`src/rtl/lpesc_pkg.sv`:
```
package lpesc_pkg;
  localparam int BYTE_W       = 8;
  localparam int SYM_PER_BYTE = 2 * BYTE_W;

  // line state codes, P in bit 1, N in bit 0
  localparam logic [1:0] LS_00 = 2'b00;
  localparam logic [1:0] LS_01 = 2'b01;
  localparam logic [1:0] LS_10 = 2'b10;
  localparam logic [1:0] LS_11 = 2'b11;

  localparam logic [BYTE_W-1:0] XFER_CODE = 8'hE1;

  typedef enum logic [2:0] {
    PH_IDLE, PH_ENTRY, PH_CMD, PH_DATA, PH_WAIT, PH_EXIT
  } phase_t;

  // mark/space coding of one bit
  function automatic logic [1:0] bit_sym(input logic b, input logic space);
    if (space) return LS_00;
    return b ? LS_10 : LS_01;
  endfunction

  // escape entry steps after leaving LP-11
  function automatic logic [1:0] entry_sym(input logic [1:0] k);
    case (k)
      2'd0:    return LS_10;
      2'd1:    return LS_00;
      2'd2:    return LS_01;
      default: return LS_00;
    endcase
  endfunction

  function automatic logic [7:0] hold_pick(input logic [7:0] cfg, input logic [7:0] dflt);
    return (cfg == 8'd0) ? dflt : cfg;
  endfunction
endpackage

```
`src/rtl/lpesc_hold_timer.sv`:
```
module lpesc_hold_timer #(
  parameter int HOLD_W = 8
) (
  input  logic              clk,
  input  logic              rst_n,
  input  logic              restart,
  input  logic [HOLD_W-1:0] hold,
  output logic              tick
);
  logic [HOLD_W-1:0] cnt;

  assign tick = !restart && (cnt == hold - 1'b1);

  always_ff @(posedge clk or negedge rst_n) begin
    if (!rst_n)              cnt <= '0;
    else if (restart || tick) cnt <= '0;
    else                     cnt <= cnt + 1'b1;
  end

  // the counter never runs past the hold value
  p_cnt_bound_r7: assert property (@(posedge clk) disable iff (!rst_n)
    cnt < hold);
endmodule

```
`src/rtl/lpesc_sym_enc.sv`:
```
module lpesc_sym_enc
  import lpesc_pkg::*;
#(
  parameter int IDX_W = 4
) (
  input  phase_t            phase,
  input  logic [IDX_W-1:0]  idx,
  input  logic [BYTE_W-1:0] data,
  output logic [1:0]        sym
);
  localparam int POS_W = IDX_W - 1;
  logic [POS_W-1:0] pos;
  assign pos = idx[IDX_W-1:1];

  always_comb begin
    case (phase)
      PH_ENTRY: sym = entry_sym(idx[1:0]);
      PH_CMD:   sym = bit_sym(XFER_CODE[POS_W'(BYTE_W-1) - pos], idx[0]); // MSB first
      PH_DATA:  sym = bit_sym(data[pos], idx[0]);                         // LSB first
      PH_WAIT:  sym = LS_00;
      PH_EXIT:  sym = (idx == '0) ? LS_10 : LS_11;
      default:  sym = LS_11;
    endcase
  end
endmodule

```
`src/rtl/lpesc_tx.sv`:
```
module lpesc_tx
  import lpesc_pkg::*;
#(
  parameter int          HOLD_W   = 8,
  parameter logic [7:0]  HOLD_DEF = 8'd5
) (
  input  logic              clk,
  input  logic              rst_n,
  input  logic [HOLD_W-1:0] cfg_hold,
  input  logic [BYTE_W-1:0] in_data,
  input  logic              in_valid,
  input  logic              in_last,
  output logic              in_ready,
  output logic              lp_p,
  output logic              lp_n,
  output logic              lp_oe
);
  localparam int              IDX_W    = $clog2(SYM_PER_BYTE);
  localparam logic [IDX_W-1:0] LAST_IDX = IDX_W'(SYM_PER_BYTE - 1);

  phase_t             phase;
  logic [IDX_W-1:0]   idx;
  logic [BYTE_W-1:0]  shreg;
  logic               last_q;
  logic [HOLD_W-1:0]  hold_q;
  logic               oe_q;
  logic               tick;
  logic               take;
  logic               byte_end;
  logic [1:0]         lane_sym;

  assign byte_end = tick && (idx == LAST_IDX);
  assign in_ready = (phase == PH_WAIT) ||
                    (phase == PH_CMD  && byte_end) ||
                    (phase == PH_DATA && byte_end && !last_q);
  assign take     = in_valid && in_ready;

  lpesc_hold_timer #(.HOLD_W(HOLD_W)) u_timer (
    .clk     (clk),
    .rst_n   (rst_n),
    .restart (phase == PH_IDLE || phase == PH_WAIT),
    .hold    (hold_q),
    .tick    (tick)
  );

  lpesc_sym_enc #(.IDX_W(IDX_W)) u_enc (
    .phase (phase),
    .idx   (idx),
    .data  (shreg),
    .sym   (lane_sym)
  );

  always_ff @(posedge clk or negedge rst_n) begin
    if (!rst_n) begin
      phase  <= PH_IDLE;
      idx    <= '0;
      shreg  <= '0;
      last_q <= 1'b0;
      hold_q <= HOLD_W'(HOLD_DEF);
      oe_q   <= 1'b0;
    end else begin
      oe_q <= 1'b1;
      if (take) begin
        shreg  <= in_data;
        last_q <= in_last;
      end
      case (phase)
        PH_IDLE: if (in_valid) begin
          phase  <= PH_ENTRY;
          idx    <= '0;
          hold_q <= HOLD_W'(hold_pick(8'(cfg_hold), HOLD_DEF));
        end
        PH_ENTRY: if (tick) begin
          if (idx == IDX_W'(3)) begin phase <= PH_CMD; idx <= '0; end
          else idx <= idx + 1'b1;
        end
        PH_CMD: if (tick) begin
          if (byte_end) begin phase <= take ? PH_DATA : PH_WAIT; idx <= '0; end
          else idx <= idx + 1'b1;
        end
        PH_DATA: if (tick) begin
          if (byte_end) begin
            idx <= '0;
            if (last_q)    phase <= PH_EXIT;
            else if (take) phase <= PH_DATA;
            else           phase <= PH_WAIT;
          end else idx <= idx + 1'b1;
        end
        PH_WAIT: if (take) begin phase <= PH_DATA; idx <= '0; end
        PH_EXIT: if (tick) begin
          if (idx == IDX_W'(1)) begin phase <= PH_IDLE; idx <= '0; end
          else idx <= idx + 1'b1;
        end
        default: phase <= PH_IDLE;
      endcase
    end
  end

  assign lp_p  = lane_sym[1];
  assign lp_n  = lane_sym[0];
  assign lp_oe = oe_q;

  // run-length bookkeeping for the assertions
  logic [1:0]        sym_q;
  logic [HOLD_W:0]   run_len;
  logic              sym_chg;
  assign sym_chg = (lane_sym != sym_q);

  always_ff @(posedge clk or negedge rst_n) begin
    if (!rst_n) begin
      sym_q   <= LS_11;
      run_len <= '0;
    end else begin
      sym_q <= lane_sym;
      if (sym_chg)        run_len <= (HOLD_W+1)'(1);
      else if (!(&run_len)) run_len <= run_len + 1'b1;
    end
  end

  // leaving LP-11 goes to LP-10 only
  p_idle_leave_r9: assert property (@(posedge clk) disable iff (!rst_n)
    (sym_q == LS_11 && sym_chg) |-> lane_sym == LS_10);

  // a mark is followed by a space, or the closing LP-10 by LP-11
  p_mark_space_r9: assert property (@(posedge clk) disable iff (!rst_n)
    ((sym_q == LS_10 || sym_q == LS_01) && sym_chg) |->
      (lane_sym == LS_00 || (sym_q == LS_10 && lane_sym == LS_11)));

  // no state inside a burst is shorter than the captured hold
  p_min_hold_r7: assert property (@(posedge clk) disable iff (!rst_n)
    (sym_chg && phase != PH_IDLE && $past(phase) != PH_IDLE) |->
      run_len >= {1'b0, hold_q});

  // ready only at a byte boundary
  p_ready_boundary_r5: assert property (@(posedge clk) disable iff (!rst_n)
    in_ready |-> (phase == PH_CMD || phase == PH_DATA || phase == PH_WAIT));

  // the final byte's last space is followed by the closing LP-10
  p_close_r6: assert property (@(posedge clk) disable iff (!rst_n)
    (phase == PH_DATA && byte_end && last_q) |=> (lane_sym == LS_10));
endmodule

```
`config.mk`:
```
export PLATFORM = sky130hd
export DESIGN_NAME = lpesc_tx
export DESIGN_NICKNAME = d
export VERILOG_FILES = /design/src/rtl/lpesc_pkg.sv /design/src/rtl/lpesc_hold_timer.sv /design/src/rtl/lpesc_sym_enc.sv /design/src/rtl/lpesc_tx.sv
export SDC_FILE = /design/constraint.sdc
export NUM_CORES = 1
export LEC_CHECK = 0
export BUFFER_PORTS_ARGS = -buffer_cell sky130_fd_sc_hd__buf_2
export CORE_MARGIN = 2
export CORE_UTILIZATION = 25
export CTS_CLUSTER_SIZE = 30
export DETAILED_ROUTE_END_ITERATION = 8
export GPL_ROUTABILITY_DRIVEN = 0
export PLACE_DENSITY = 0.42
export SLEW_MARGIN = 10
export SYNTH_ARGS = -nofsm -noshare
export SYNTH_HDL_FRONTEND = slang
export SYNTH_HIERARCHICAL = 1
export SYNTH_SLANG_ARGS = --single-unit
```
`constraint.sdc`:
```
create_clock -name clk -period 3.9 [get_ports clk]
set_input_delay 0.585 -clock clk [delete_from_list [all_inputs] [get_ports clk]]
set_output_delay 0.585 -clock clk [all_outputs]
set_load 0.01 [all_outputs]
```
==> run metrics <==
vias in the first global route 1,562; placed inst area 2350 um2; Pwr Total around 1.7 mW; Worst EP required 3.31 ns; First-pass DRT Iterations 4; Core Footprint between 8000 and 9000 um2; clk slew on worst S/H paths 0.07 ns; CTS tree yes; Post-synth EDFFs 0; First DRT Iteration DRCs 138; Final ANT Viol Nets 0; worst reg2reg endpoint shreg[6]; compound-gate portion of the synthesized area between 10% and 20%; largest family of logic cells by synthesized area compound AO/OA/AOI/OAI gates; row count 33; Worst-Skew Late Latency 0.28 ns; Initial Util between 20% and 30%; DP Wirelength 3160 um; Worst Setup Path Type flop to output pin; crit end category output pin; Setup violations, final 0; Num CTS Buffers 5; initial antenna violation count 0; unrepaired setup endpoints after global routing no; run status finished, final reports clean; Final Hold Vio Count 0; clock skew 0.00565 ns; Synth Area per Inst 11.0 um2; largest net degree at the start of global routing 34; Area contributors post-synth dfrtp_1 36%, mux2_2 6.9%, xor2_1 4.1%, a211oi_1 3.2%, dfstp_2 2.5%; sum of negative setup slack 0 ns; startpoint types flop; Leakage about 1 nW; Power Density roughly 680 nW/um2; Die W 96.5 um; simple-gate share of the synthesized area 17.9%; Syn Inst Count 194; Critical-path top delay cell dfstp_2; Worst Hold Class input pin to async pin; crit path DAT 2.93 ns; Most used DFF post-synth dfrtp_1; Tmin final ~3.5 ns; fillers 871; Routed Wire Length between 4000 and 5000 um; Yosys reg bits 33; largest area contributor in the netlist dfrtp_1; sequential element share of the synthesized area 38.8%; fmax 284 MHz; die height ~96 um; Reg2Reg Depth 11; Crit path largest cell delay 0.59 ns; total gr overflow 0; Area growth syn-to-layout 14.3%; clock buffer depth 2; xor/xnor cell area share of the yosys netlist 7.67%; Rel. slew slack 49.4%; I/O pins 24; Cell Chain, Critical Path inv_1, ha_1, o21bai_1, a211oi_1, a211oi_2, o22ai_2, and3b_1, and4_1, a31o_2, buf_2; Sink Count 33; I/O Buffers 23; Synth Area in Adders 2.34%; CTS Hold Bufs 0; Root Driver clkbuf_8; max-slew violation count 0; first-pass GRT wire length 7730 um; number of distinct library cells after synthesis 66; share of the synthesized area in the top cell type 36.3%; DRC viols 0; worst-path fanout max 9; post-synthesis mux area share 11.9%; die area 9300 um2; gr usage total 10.6%; crit share post-route 90.2%; drt wl/cell 13.4 um; Post-CTS Setup Inserts 0; reg2reg start hold_q[0]; # nets final 244; htree depth 2; Design Area, Final 2440 um2; via/cell ratio 4.76; Netlist Area Pre-Place 2140 um2; layout cell share with drive strength beyond 1 between 30% and 40%; Max Cap Viol 0; Post-synth ARST share 100%; worst vdd ir 0.277 mV; via count between 1,500 and 2,000; antenna diode count 0; final core occ 29.6%; r2r setup slk 0.75 ns; Yosys warning count 6; post-CTS resize count 0; Slew @ Worst Pin 0.759 ns; Mapped Nets 218
worst max-delay path: cells and delay by family, from the launching register on:
| family | cells | cell delay (ns) |
|---|---|---|
| simple gates | 2 | 0.56 |
| fa+ha+maj | 1 | 0.27 |
| compound gates | 5 | 1.03 |
| flops | 1 | 0.59 |
| buf+inv | 2 | 0.19 |
report_power, final:
| group | switching [mW] | internal [mW] | leakage (nW) |
|---|---|---|---|
| Clock | 0.121 | 0.144 | 0.0455 |
| Sequential | 0.219 | 0.476 | 0.410 |
| Combinational | 0.337 | 0.374 | 0.552 |
cells in the final DEF (no fill, tap or decap), drive strengths merged, types with 2 or more instances in the layout:
cell	instances
a31oi	3
a211o	2
inv	7
xnor2	6
dfrtp	31
mux2	17
dfstp	2
nor4	3
nand3b	3
nor2	9
o22a	2
and3	5
clkbuf	8
ha	4
a211oi	10
xor2	11
nand2	10
mux4	2
nand2b	7
o21ai	7
a2111oi	5
and4	2
a21oi	4
o22ai	2
and3b	2
a21o	3
nand3	9
buf	24
cells by family (layout without fill, tap and decap cells):
group / Yosys count / count (layout)
AOI/OAI and AO/OA: 47 / 47
xor gates and xnor gates: 17 / 17
adders and majority gates: 4 / 4
buffers and inverters: 12 / 39
DFF: 33 / 33
muxes: 20 / 20
other: 1 / 1
and+or+nand+nor: 60 / 60
worst max-delay path by stage:
stage	endpoint	from
2_1_floorplan	in_ready	hold_q[0]
3_3_place_gp	in_ready	hold_q[0]
3_5_place_dp	in_ready	hold_q[0]
4_1_cts	in_ready	hold_q[0]
5_1_grt	in_ready	hold_q[0]
6_report	in_ready	hold_q[0]
layout make-up:
| cell class | instances | area (um2) | area share, % |
|---|---|---|---|
| multi-input combinational | 149 | 1240 | 50.9 |
| sequential | 33 | 828 | 33.9 |
| tap | 105 | 131 | 5.38 |
| timing repair buffer | 24 | 123 | 5.02 |
| clock buffer | 8 | 90.1 | 3.69 |
| inverter | 7 | 26.3 | 1.08 |
state kept, by name (all words and copies together), names as in the netlist:
name         flops
phase            3
shreg            8
last_q           1
lp_oe            1
hold_q           8
u_timer/cnt      8
idx              4
synth_stat cells (3+ instances only):
cell / instances
dfrtp_1: 31
mux2_2: 13
xor2_1: 10
a211oi_1: 9
nand2_1: 9
nor2_1: 9
nand3_1: 8
inv_1: 7
nand2b_1: 7
and3_1: 5
o21ai_1: 5
xnor2_1: 5
ha_1: 4
a2111oi_0: 3
a21oi_1: 3
a31oi_1: 3
mux2_1: 3
nand3b_1: 3
per-stage QoR:
stage,cells,setup slack [ns],hold WS [ns]
after floorplan,194,1.02,0.289
final,326,0.381,0.370
after global placement,318,0.729,0.470
after CTS,326,0.373,0.398
after global routing,326,0.182,0.433
after detailed placement,318,0.701,0.477
layer usage:
metal  GRT usage (%)  vias up  part of all wire [%]
met5               0        -                     0
met4            3.87        0                   1.6
met3            1.71        5                   2.2
met2            16.1       19                    44
met1            15.2      748                    53
li1                -      780                     -
Power figures use the tool's default switching activity.
